## config.mk

```make
export PLATFORM = sky130hd
export DESIGN_NAME = rx_err_queue
export DESIGN_NICKNAME = d
export VERILOG_FILES = /design/src/rtl/rxq_pkg.sv /design/src/rtl/rxq_data.sv /design/src/rtl/rxq_ctrl.sv /design/src/rtl/rx_err_queue.sv
export SDC_FILE = /design/constraint.sdc
export NUM_CORES = 1
export LEC_CHECK = 0
export BUFFER_PORTS_ARGS = -buffer_cell sky130_fd_sc_hd__buf_2
export CAP_MARGIN = 15
export CORE_ASPECT_RATIO = 0.9
export CORE_MARGIN = 2
export CORE_UTILIZATION = 32
export CTS_CLUSTER_DIAMETER = 80
export CTS_CLUSTER_SIZE = 14
export DETAILED_ROUTE_END_ITERATION = 8
export RECOVER_POWER = 50
export SKIP_LAST_GASP = 1
export SLEW_MARGIN = 20
export SYNTH_ARGS = -nofsm -noshare
export SYNTH_HDL_FRONTEND = slang
export SYNTH_SLANG_ARGS = --single-unit
```

## constraint.sdc

```tcl
create_clock -name clk -period 9.05 [get_ports clk]
set_clock_uncertainty 0.1 [all_clocks]
set_input_delay 0.4525 -clock clk [delete_from_list [all_inputs] [get_ports clk]]
set_output_delay 0.4525 -clock clk [all_outputs]
set_load 0.01 [all_outputs]
```

## src/rtl/rxq_pkg.sv

```systemverilog
package rxq_pkg;
  // Strobes the control issues to the storage datapath each cycle.
  typedef struct packed {
    logic push;
    logic pop;
  } qStrobe_t;

  // Line interrupt identifier codes, highest priority first.
  localparam logic [1:0] ID_NONE  = 2'd0;
  localparam logic [1:0] ID_LINE  = 2'd1;
  localparam logic [1:0] ID_DATA  = 2'd2;
  localparam logic [1:0] ID_MODEM = 2'd3;
endpackage

```

## src/rtl/rxq_data.sv

```systemverilog
module rxq_data
  import rxq_pkg::*;
#(
  parameter int DEPTH = 16,
  parameter int WIDTH = 11,
  localparam int ADDR_W = $clog2(DEPTH),
  localparam int CNT_W = ADDR_W + 1
) (
  input  logic             clk,
  input  logic             rstN,
  input  qStrobe_t         strobe,
  input  logic [WIDTH-1:0] wrWord,
  output logic [WIDTH-1:0] headWord,
  output logic [CNT_W-1:0] level,
  output logic             full,
  output logic             empty
);
  logic [WIDTH-1:0]  mem [DEPTH];
  logic [ADDR_W-1:0] wrPtr;
  logic [ADDR_W-1:0] rdPtr;

  function automatic logic [ADDR_W-1:0] bump(input logic [ADDR_W-1:0] p);
    return (p == ADDR_W'(DEPTH - 1)) ? '0 : p + 1'b1;
  endfunction

  always_ff @(posedge clk) begin
    if (strobe.push) mem[wrPtr] <= wrWord;
  end

  always_ff @(posedge clk) begin
    if (!rstN) begin
      wrPtr <= '0;
      rdPtr <= '0;
      level <= '0;
    end else begin
      if (strobe.push) wrPtr <= bump(wrPtr);
      if (strobe.pop)  rdPtr <= bump(rdPtr);
      case ({strobe.push, strobe.pop})
        2'b10:   level <= level + 1'b1;
        2'b01:   level <= level - 1'b1;
        default: level <= level;
      endcase
    end
  end

  assign headWord = mem[rdPtr];
  assign full     = (level == CNT_W'(DEPTH));
  assign empty    = (level == '0);
endmodule

```

## src/rtl/rxq_ctrl.sv

```systemverilog
module rxq_ctrl
  import rxq_pkg::*;
#(
  parameter int DEPTH = 16,
  parameter int ERR_W = 3,
  parameter int MODEM_W = 4,
  localparam int CNT_W = $clog2(DEPTH) + 1
) (
  input  logic               clk,
  input  logic               rstN,
  input  logic               wrValid,
  input  logic [ERR_W-1:0]   wrErr,
  input  logic               rdData,
  input  logic               rdLsr,
  input  logic               rdMsr,
  input  logic [1:0]         trigSel,
  input  logic               enLine,
  input  logic               enData,
  input  logic               enModem,
  input  logic [MODEM_W-1:0] modemIn,
  input  logic [CNT_W-1:0]   level,
  input  logic               full,
  input  logic               empty,
  input  logic [ERR_W-1:0]   headErr,
  output qStrobe_t           strobe,
  output logic               errSummary,
  output logic               overrun,
  output logic [MODEM_W-1:0] modemDelta,
  output logic               irqLine,
  output logic               irqData,
  output logic               irqModem,
  output logic [1:0]         irqId
);
  localparam logic [CNT_W-1:0] TRIG_Q = CNT_W'(DEPTH / 4);
  localparam logic [CNT_W-1:0] TRIG_H = CNT_W'(DEPTH / 2);
  localparam logic [CNT_W-1:0] TRIG_F = CNT_W'(DEPTH - 2);

  logic [CNT_W-1:0]   errCount;
  logic               headAck;
  logic [MODEM_W-1:0] modemPrev;
  logic               primed;
  logic [CNT_W-1:0]   trigLevel;
  logic               pushErr;
  logic               popErr;

  assign strobe.push = wrValid && !full;
  assign strobe.pop  = rdData && !empty;
  assign pushErr     = strobe.push && (|wrErr);
  assign popErr      = strobe.pop && (|headErr);

  always_ff @(posedge clk) begin
    if (!rstN) begin
      errCount <= '0;
      overrun  <= 1'b0;
      headAck  <= 1'b0;
    end else begin
      case ({pushErr, popErr})
        2'b10:   errCount <= errCount + 1'b1;
        2'b01:   errCount <= errCount - 1'b1;
        default: errCount <= errCount;
      endcase
      if (wrValid && full)  overrun <= 1'b1;
      else if (rdLsr)       overrun <= 1'b0;
      if (strobe.pop)               headAck <= 1'b0;
      else if (rdLsr && !empty)     headAck <= 1'b1;
    end
  end

  always_ff @(posedge clk) begin
    if (!rstN) begin
      modemPrev  <= '0;
      primed     <= 1'b0;
      modemDelta <= '0;
    end else begin
      modemPrev <= modemIn;
      primed    <= 1'b1;
      for (int i = 0; i < MODEM_W; i++) begin
        if (primed && (modemIn[i] != modemPrev[i])) modemDelta[i] <= 1'b1;
        else if (rdMsr)                             modemDelta[i] <= 1'b0;
      end
    end
  end

  always_comb begin
    case (trigSel)
      2'd0:    trigLevel = CNT_W'(1);
      2'd1:    trigLevel = TRIG_Q;
      2'd2:    trigLevel = TRIG_H;
      default: trigLevel = TRIG_F;
    endcase
  end

  assign errSummary = (errCount != '0);
  assign irqLine    = enLine && (((|headErr) && !headAck) || overrun);
  assign irqData    = enData && (level >= trigLevel);
  assign irqModem   = enModem && (|modemDelta);

  always_comb begin
    if (irqLine)       irqId = ID_LINE;
    else if (irqData)  irqId = ID_DATA;
    else if (irqModem) irqId = ID_MODEM;
    else               irqId = ID_NONE;
  end
endmodule

```

## src/rtl/rx_err_queue.sv

```systemverilog
module rx_err_queue
  import rxq_pkg::*;
#(
  parameter int DEPTH = 16,
  parameter int DATA_W = 8,
  parameter int ERR_W = 3,
  parameter int MODEM_W = 4,
  localparam int CNT_W = $clog2(DEPTH) + 1,
  localparam int WORD_W = DATA_W + ERR_W
) (
  input  logic               clk,
  input  logic               rstN,
  input  logic               wrValid,
  input  logic [DATA_W-1:0]  wrByte,
  input  logic [ERR_W-1:0]   wrErr,
  input  logic               rdData,
  input  logic               rdLsr,
  input  logic               rdMsr,
  input  logic [1:0]         trigSel,
  input  logic               enLine,
  input  logic               enData,
  input  logic               enModem,
  input  logic [MODEM_W-1:0] modemIn,
  output logic [DATA_W-1:0]  rdByte,
  output logic [ERR_W-1:0]   headErr,
  output logic [CNT_W-1:0]   level,
  output logic               errSummary,
  output logic               overrun,
  output logic [MODEM_W-1:0] modemDelta,
  output logic               irqLine,
  output logic               irqData,
  output logic               irqModem,
  output logic [1:0]         irqId
);
  qStrobe_t          strobe;
  logic [WORD_W-1:0] headWord;
  logic              full;
  logic              empty;

  rxq_data #(.DEPTH(DEPTH), .WIDTH(WORD_W)) u_data (
    .clk      (clk),
    .rstN     (rstN),
    .strobe   (strobe),
    .wrWord   ({wrErr, wrByte}),
    .headWord (headWord),
    .level    (level),
    .full     (full),
    .empty    (empty)
  );

  assign rdByte  = empty ? '0 : headWord[DATA_W-1:0];
  assign headErr = empty ? '0 : headWord[WORD_W-1:DATA_W];

  rxq_ctrl #(.DEPTH(DEPTH), .ERR_W(ERR_W), .MODEM_W(MODEM_W)) u_ctrl (
    .clk        (clk),
    .rstN       (rstN),
    .wrValid    (wrValid),
    .wrErr      (wrErr),
    .rdData     (rdData),
    .rdLsr      (rdLsr),
    .rdMsr      (rdMsr),
    .trigSel    (trigSel),
    .enLine     (enLine),
    .enData     (enData),
    .enModem    (enModem),
    .modemIn    (modemIn),
    .level      (level),
    .full       (full),
    .empty      (empty),
    .headErr    (headErr),
    .strobe     (strobe),
    .errSummary (errSummary),
    .overrun    (overrun),
    .modemDelta (modemDelta),
    .irqLine    (irqLine),
    .irqData    (irqData),
    .irqModem   (irqModem),
    .irqId      (irqId)
  );
endmodule

```

==> impl_metrics.yaml, run 1 <==
clock_tree:
  cts_resized: 0
  clk_pin_slew_ns: 0.07
  clockBufferDepth: 3
  ctsHtreeMaxLevel: 1
  cts.sinks: 209
  cts_buffers: 18
  cts_tree: "yes"
  clock_latency_ns: 0.48
  cts_root_buf: "clkbuf_16"
  postCtsHoldBufs: 0
  cts_setup_buffers: 0
die:
  die_h_um: 159
  io_pins: 53
  core.rowCount: 56
  dieWidth_um: 177
  coreArea_um2: 26200
  die_area_um2: 28200
  initial_core_util_pct: 32.8
worst_setup_path:
  required_ns: 9.35
  cp.arrival_ns: 4.35
  cp_num_buf_inv: 1
  critPathMaxStageDelay_ns: 0.65
  startpoint_type: "flip-flop"
  path_max_fanout: 44
  cp-end-kind: "flip-flop"
  path_cells: "buf_4 -> mux4_1 -> a22oi_1 -> and3_1 -> a31oi_1 -> ha_1 -> fa_1 -> a21o_1 -> a21oi_1 -> xor2_1 -> or3_1 -> a21oi_1"
  cp_top_family: "compound AO/OA/AOI/OAI gates"
  critPathMostFrequentCell: "a21oi_1"
  crit_type: "reg -> reg"
  slowest_stage: "mux4_1"
timing:
  rsz0062_at_grt: "false"
  setup_tns_ns: 0
  drv_slew: 0
  fin_crit_sh_pct: 44.8
  relSlewSlack_pct: 25.3
  fmaxAchievable_mhz: 247
  setup_viol: 0
  period_needed_ns: 4.05
  tightest_slew_ns: 1.11
  hold_viol_final: 0
layout:
  fin_nets: 594
  final_common_cell: "edfxtp_1"
  syn_to_final_growth_pct: 13.9
  final.fill_count: 2434
  drive_above_1_share_pct: 17.5
  final_cell_mix: "edfxtp_1 (176), nor2_1 (39), clkbuf_1 (37)"
  multi_input_area_um2: 2460
  antenna_cells: 0
  seq_area_um2: 5950
worst_hold_path:
  hp-class: "in -> reg"
synth:
  synth-edff-count: 176
  synth_area_um2: 8600
  syn_avg_cell_area_um2: 17.9
  syn_nets: 524
  ys.flop_type: "edfxtp_1"
  yosys_register_bits: 209
  syn-instance-count: 479
  synth.distinct_cells: 44
  yosysSeqAreaShare_pct: 69.2
  async_flop_share_pct: 0
  yosysWarnings: 0
route:
  wl_met2_um: 8960
  drtIter0Drc: 459
  remaining_drc_errors: 0
  ant_nets: 0
  routed.top_layer: "met4"
  firstDrtPassIters: 4
  met1Wirelength_um: 7400
  wl_um: 17500
  vias: 4428
  wl_per_cell_um: 19.3
  viasPerCell: 4.87
  wl_met3_um: 830
global_routing:
  grt_max_degree: 45
  track_usage_pct: 12.5
  antenna_found_initial: 0
  grt.overflow.total: 0
  grt_pass1_wl_um: 26900
  grt_pass1_vias: 4605
pwr:
  p_leak_nw: 3.30
  fin_total_pwr_mw: 2.52
  power_density_nw_per_um2: 257
  peakVddDrop_mv: 0.117
run:
  drv_cap: 0
placement:
  post-dp-hpwl_um: 11100
  place_congestion: 0.735
  io_buffers: 52
run_status:
  status: "finished, final reports clean"
## worst reg2reg max path, cell delays in order (launching register included)
cell     delay, ns
dfxtp_2       0.32
buf_4         0.63
mux4_1        0.67
a22oi_1       0.18
and3_1        0.27
a31oi_1       0.13
ha_1          0.30
fa_1          0.49
a21o_1        0.20
a21oi_1       0.16
xor2_1        0.09
or3_1         0.31
a21oi_1       0.14
## cell usage after synthesis (3+ instances only)
cell type | instances | area share [%]
dfxtp_1 | 33 | 7.7
mux2i_1 | 3 | 0.35
o21ai_0 | 5 | 0.29
a21oi_1 | 22 | 1.3
and3_1 | 3 | 0.22
nor2b_1 | 9 | 0.65
nand2b_1 | 4 | 0.29
mux4_1 | 25 | 7.6
buf_1 | 3 | 0.13
xnor2_1 | 3 | 0.31
nor2_1 | 39 | 1.7
inv_1 | 14 | 0.61
and2_1 | 12 | 0.87
xor2_1 | 9 | 0.92
edfxtp_1 | 176 | 61
nor3_1 | 8 | 0.47
clkbuf_1 | 10 | 0.44
nand2_1 | 16 | 0.70
nand3_1 | 6 | 0.35
a21o_1 | 3 | 0.26
mux4_2 | 27 | 7.1
ha_1 | 17 | 2.5
a22oi_1 | 3 | 0.26
## cells by family (layout without fill, tap and decap cells)
group | count (synthesis) | in the layout | share of synthesized area, %
compound gates | 46 | 46 | 3.44
xor+xnor | 12 | 12 | 1.22
fa+ha+maj | 19 | 19 | 2.94
buf+inv | 34 | 116 | 2.34
flops | 209 | 209 | 69.2
mux | 55 | 55 | 15.1
simple gates | 104 | 104 | 5.82
## registers in the layout, indices dropped and copies added (netlist names), named ones only
name               cells
u_ctrl.errCount        5
u_ctrl.headAck         1
u_ctrl.modemDelta      4
u_ctrl.modemPrev       4
u_ctrl.overrun         1
u_ctrl.primed          1
u_data.level           5
u_data.mem           176
u_data.rdPtr           4
u_data.wrPtr           4
## power breakdown
group / total (mW) / internal (mW) / switching [mW]
clock: 0.711 / 0.391 / 0.320
combinational: 0.664 / 0.316 / 0.348
sequential: 1.14 / 1.09 / 0.0519
total: 2.52 / 1.80 / 0.720
## metrics by stage
stage          cell area [µm²]  util, %  std cells  setup slack [ns]  hold slack [ns]
5_1_grt                   9790     37.4        909              4.77           0.0716
6_report                  9790     37.4        909              5.00           0.0687
3_5_place_dp              9300     35.5        877              4.96            0.389
3_3_place_gp              9300     35.5        877              5.04            0.383
2_1_floorplan             8600        -        479              5.77            0.359
4_1_cts                   9820     37.5        909              4.96           0.0193
## per-layer routing
metal,vias to the layer above,GRT usage [%]
li1,2040,-
met1,2269,16.2
met2,95,22.1
met3,24,1.67
met4,0,2.97
met5,-,0
## final cells by class
cell class / count / area share [%]
Multi-Input combinational cell: 236 / 25.2
Clock inverter: 1 / 0.0383
Tap cell: 348 / 4.45
Clock buffer: 31 / 5.32
Inverter: 14 / 0.537
Timing Repair Buffer: 70 / 3.69
Sequential cell: 209 / 60.8
## final timing paths
path / startpoint / end / slack [ns] / cells past startpoint
setup / recovery: flip-flop / u_ctrl.errCount[4] / 5.00 / 12
hold / removal: rstN / u_ctrl.primed / 0.07 / 1
setup reg to reg: flip-flop / u_ctrl.errCount[4] / 5.00 / 12
hold reg to reg: u_ctrl.errCount[4] / u_ctrl.errCount[4] / 0.40 / 2
Power figures use the tool's default switching activity.
==> run 2: changes to the inputs <==
- clock period: 9.05 -> 4.1 ns (I/O delays scaled with it)
==> impl_metrics.yaml, run 2 (same netlist as run 1, synthesis figures left out) <==
global_routing:
  antenna_found_initial: 0
  grt_pass1_vias: 4657
  grt_max_degree: 25
  grt.overflow.total: 0
  grt_pass1_wl_um: 27500
  track_usage_pct: 12.8
die:
  coreArea_um2: 26200
  die_h_um: 159
  dieWidth_um: 177
  core.rowCount: 56
  io_pins: 53
  initial_core_util_pct: 32.8
  die_area_um2: 28200
worst_setup_path:
  crit_end: "u_ctrl.errCount[4]"
  r2r_cells: 11
  cp.arrival_ns: 4.07
  critPathMostFrequentCell: "a21oi_1"
  cp-end-kind: "flip-flop"
  cp_num_buf_inv: 0
  required_ns: 4.40
  cp_top_family: "compound AO/OA/AOI/OAI gates"
  path_cells: "mux4_1 -> a22oi_1 -> and3_1 -> a31oi_1 -> ha_1 -> fa_1 -> a21o_1 -> a21oi_1 -> xor2_1 -> or3_1 -> a21oi_1"
  slowest_stage: "dfxtp_2"
  ff2ff_setup_slack_ns: 0.33
  crit_type: "reg -> reg"
  path_max_fanout: 15
  rr_endpoint: "u_ctrl.errCount[4]"
  crit_cells: 11
  critPathMaxStageDelay_ns: 0.63
  startpoint_type: "flip-flop"
timing:
  fmaxAchievable_mhz: 265
  hold_viol_final: 0
  setup_tns_ns: 0
  fin_crit_sh_pct: 91.9
  period_needed_ns: 3.77
  rsz0062_at_grt: "false"
  drv_slew: 0
  relSlewSlack_pct: 43.9
  tightest_slew_ns: 0.840
  hold_ws_ns: 0.154
  setup_ws_ns: 0.330
  setup_viol: 0
layout:
  top_register: "u_data.mem"
  syn_to_final_growth_pct: 16.2
  fin_nets: 616
  finalNonFillerCells: 931
  fin_util_pct: 38.1
  final.fill_count: 2440
  largest_reg_flops: 176
  final_common_cell: "edfxtp_1"
  drive_above_1_share_pct: 17.8
  seq_area_um2: 5950
  final_cell_mix: "edfxtp_1 (176), clkbuf_1 (40), nor2_1 (39)"
  multi_input_area_um2: 2470
  reg_top3: "u_data.mem: 176 flops, u_ctrl.errCount: 5 flops, u_data.level: 5 flops"
  antenna_cells: 0
clock_tree:
  cts_root_buf: "clkbuf_16"
  ctsHtreeMaxLevel: 1
  clk_pin_slew_ns: 0.07
  cts_setup_buffers: 0
  cts.sinks: 209
  clockBufferDepth: 3
  cts_buffers: 18
  cts_tree: "yes"
  clock_latency_ns: 0.48
route:
  vias: 4567
  drtIter0Drc: 429
  viasPerCell: 4.91
  wl_um: 18000
  remaining_drc_errors: 0
  wl_per_cell_um: 19.3
  ant_nets: 0
  firstDrtPassIters: 4
placement:
  pre_cts_ws_ns: 0.407
  io_buffers: 52
  dp.cells: 884
  post-dp-hpwl_um: 11800
  place_congestion: 0.812
run_status:
  status: "finished, final reports clean"
pwr:
  power_density_nw_per_um2: 561
  p_leak_nw: 3.39
  peakVddDrop_mv: 0.263
worst_hold_path:
  hp-class: "in -> reg"
run:
  drv_cap: 0
run 2: cell count changes in the layout (fill, tap and decap cells not counted):
cell	before	now
and2_1	10	8
dfxtp_2	1	2
nor3_1	5	4
and2_0	2	4
dlygate4sd3_1	0	15
nor3_2	3	4
clkbuf_1	37	40
inv_1	15	14
buf_4	17	22
dfxtp_4	1	0
run 2: worst min path at each step:
stage	start	end	depth (start not counted)
global route	wrErr[1]	u_data.mem[9][9]	1
floorplan	rstN	u_ctrl.primed	0
global placement	rstN	u_ctrl.primed	1
CTS	wrErr[1]	u_data.mem[15][9]	1
finish	wrByte[1]	u_data.mem[9][1]	1
detailed placement	rstN	u_ctrl.primed	1
run 2: final cells by class:
cell class,instances,area share [%]
Inverter,14,0.526
Tap cell,348,4.36
Timing Repair Buffer,92,5.58
Sequential cell,209,59.6
Multi-Input combinational cell,236,24.7
Clock buffer,32,5.25
run 2: timing repair:
action	CTS	global route
hold endpoints to repair	81	0
hold buffers	15	0
resized for setup	0	0
run 2: power by group:
group / switching (mW) / internal (mW)
registers: 0.129 / 2.41
logic: 0.768 / 0.730
clock network: 0.700 / 0.865
total: 1.60 / 4.00
run 2: through the flow:
stage | instance area (µm²) | total power [mW]
6_report | 9990 | 5.60
3_3_place_gp | 9350 | 4.08
3_5_place_dp | 9350 | 4.12
2_1_floorplan | 8600 | 3.66
4_1_cts | 10000 | 5.70
5_1_grt | 9990 | 5.89
run 2: layer usage:
layer / up-vias / global-route usage, % / wire length, µm
met5: - / 0 / 0
met4: 0 / 2.67 / 251
met3: 21 / 1.79 / 774
met2: 102 / 21.7 / 8880
met1: 2365 / 17.5 / 8100
li1: 2079 / - / -
==> run 3: changes to the inputs <==
- CELL_PAD_IN_SITES_DETAIL_PLACEMENT: not set -> 2
- CELL_PAD_IN_SITES_GLOBAL_PLACEMENT: not set -> 2
- PLACE_DENSITY_LB_ADDON: not set -> 0.1
==> impl_metrics.yaml, run 3 (same netlist as run 1, synthesis figures left out) <==
die:
  io_pins: 53
  coreArea_um2: 26200
  core.rowCount: 56
  initial_core_util_pct: 32.8
  dieWidth_um: 177
  die_area_um2: 28200
  die_h_um: 159
worst_setup_path:
  required_ns: 4.40
  cp_top_family: "compound AO/OA/AOI/OAI gates"
  cp_num_buf_inv: 1
  slowest_stage: "mux4_2"
  critPathMostFrequentCell: "a21oi_1"
  crit_type: "reg -> reg"
  startpoint_type: "flip-flop"
  r2r_cells: 12
  ff2ff_setup_slack_ns: 0.33
  cp.arrival_ns: 4.07
  cp-end-kind: "flip-flop"
  rr_endpoint: "u_ctrl.errCount[4]"
  critPathMaxStageDelay_ns: 0.52
  path_cells: "buf_4 -> mux4_2 -> a22oi_1 -> and3_2 -> a31oi_1 -> ha_1 -> fa_1 -> a21o_1 -> a21oi_1 -> xor2_1 -> or3_1 -> a21oi_1"
  path_max_fanout: 8
pwr:
  p_leak_nw: 3.42
  switchingPower_mw: 1.72
  combPwrFrac_pct: 27.4
  sw_frac_of_total_pct: 29.8
  power_density_nw_per_um2: 576
  peakVddDrop_mv: 0.264
  power_frac_seq_pct: 43.7
  p_int_mw: 4.06
  clockPowerShare_pct: 28.9
layout:
  antenna_cells: 0
  drive_above_1_share_pct: 18.5
  final.fill_count: 2578
  finalNonFillerCells: 931
  final_cell_mix: "edfxtp_1 (176), nor2_1 (39), clkbuf_1 (33)"
  final_common_cell: "edfxtp_1"
  reg_top3: "u_data.mem: 176 flops, u_ctrl.errCount: 5 flops, u_data.level: 5 flops"
  syn_to_final_growth_pct: 16.8
  fin_nets: 620
  top_register: "u_data.mem"
  largest_reg_flops: 176
timing:
  rsz0062_at_grt: "false"
  relSlewSlack_pct: 39.8
  drv_slew: 0
  tightest_slew_ns: 0.903
  fin_crit_sh_pct: 91.9
  period_needed_ns: 3.77
  setup_tns_ns: 0
  hold_viol_final: 0
  hold_ws_ns: 0.208
  setup_viol: 0
  fmaxAchievable_mhz: 266
placement:
  dp.cells: 884
  post-dp-hpwl_um: 13700
  io_buffers: 52
  place_congestion: 0.717
global_routing:
  busiest_layer: "met2"
  grt_pass1_vias: 5086
  grt_pass1_wl_um: 32300
  grt.overflow.total: 0
  globalRouteMet2Util_pct: 25.3
  met1_usage_pct: 21.8
  antenna_found_initial: 0
  grt_max_degree: 29
  met3_usage_pct: 2.17
  track_usage_pct: 15.4
route:
  remaining_drc_errors: 0
  viasPerCell: 5.04
  wl_um: 21200
  firstDrtPassIters: 6
  ant_nets: 0
  drtIter0Drc: 322
  wl_per_cell_um: 22.8
  vias: 4689
clock_tree:
  cts_root_buf: "clkbuf_16"
  clock_latency_ns: 0.49
  cts.sinks: 209
  clk_pin_slew_ns: 0.07
  cts_buffers: 19
  clockBufferDepth: 3
  cts_tree: "yes"
  ctsHtreeMaxLevel: 1
run:
  drv_cap: 0
worst_hold_path:
  min_from: "wrErr[1]"
  hold_depth: 1
  holdPathEnd: "u_data.mem[12][9]"
  hp-class: "in -> reg"
run_status:
  status: "finished, final reports clean"
## run 3: cell count changes in the layout (fill, tap and decap cells not counted)
| cell | delta |
|---|---|
| and2_0 | -2 |
| and2_1 | +2 |
| buf_2 | +1 |
| bufinv_16 | +1 |
| clkbuf_1 | -7 |
| clkinv_4 | +1 |
| clkinvlp_4 | +1 |
| dlygate4sd3_1 | +3 |
## run 3: worst max-delay path by stage
stage / end / slack [ns] / depth (start not counted)
4_1_cts: u_ctrl.errCount[4] / 0.30 / 12
6_report: u_ctrl.errCount[4] / 0.33 / 12
2_1_floorplan: u_ctrl.errCount[4] / 0.82 / 13
3_3_place_gp: u_ctrl.errCount[4] / 0.40 / 12
5_1_grt: u_ctrl.errCount[4] / 0.09 / 12
3_5_place_dp: u_ctrl.errCount[4] / 0.32 / 12
## run 3: through the flow
step / setup slack [ns] / area (µm²) / total power [mW] / utilization, %
CTS: 0.305 / 10100 / 5.93 / 38.5
floorplan: 0.823 / 8600 / 3.66 / -
detailed placement: 0.318 / 9350 / 4.21 / 35.7
global placement: 0.404 / 9350 / 4.15 / 35.7
global route: 0.0878 / 10000 / 6.09 / 38.3
finish: 0.334 / 10000 / 5.78 / 38.3
## run 3: layout make-up
cell class / instances / area, µm² / area share (%)
Clock inverter: 3 / 46.3 / 0.461
Multi-Input combinational cell: 236 / 2470 / 24.6
Tap cell: 348 / 435 / 4.34
Timing Repair Buffer: 95 / 588 / 5.86
Clock buffer: 26 / 502 / 5.00
Sequential cell: 209 / 5950 / 59.2
Inverter: 14 / 52.6 / 0.523
## run 3: power by group through the flow
stage | registers (mW) | logic, mW | clock network (mW)
floorplan | 2.52 | 1.14 | 0
global placement | 2.57 | 1.58 | 0
detailed placement | 2.58 | 1.63 | 0
CTS | 2.53 | 1.65 | 1.74
global route | 2.55 | 1.74 | 1.80
finish | 2.53 | 1.58 | 1.67
## run 3: worst reg2reg max path: cells and delay by family, from the launching register on
family                   cells  cell delay, ns
AO/OA/AOI/OAI                5            0.85
XOR/XNOR                     1            0.10
adder cells (fa/ha/maj)      2            0.83
buffers and inverters        1            0.24
flip-flops                   1            0.48
multiplexers                 1            0.52
AND/OR/NAND/NOR              2            0.55
## run 3: per-layer routing
metal / wire length [µm] / vias up
met2: 10200 / 68
met5: 0 / -
li1: - / 2081
met4: 346 / 0
met1: 9810 / 2515
met3: 799 / 25
## run 3: what timing repair did
action / 4_1_cts / 5_1_grt
buffers inserted: 0 / 0
hold endpoints to repair: 142 / 0
hold buffers: 18 / 0
resized for setup: 0 / 0
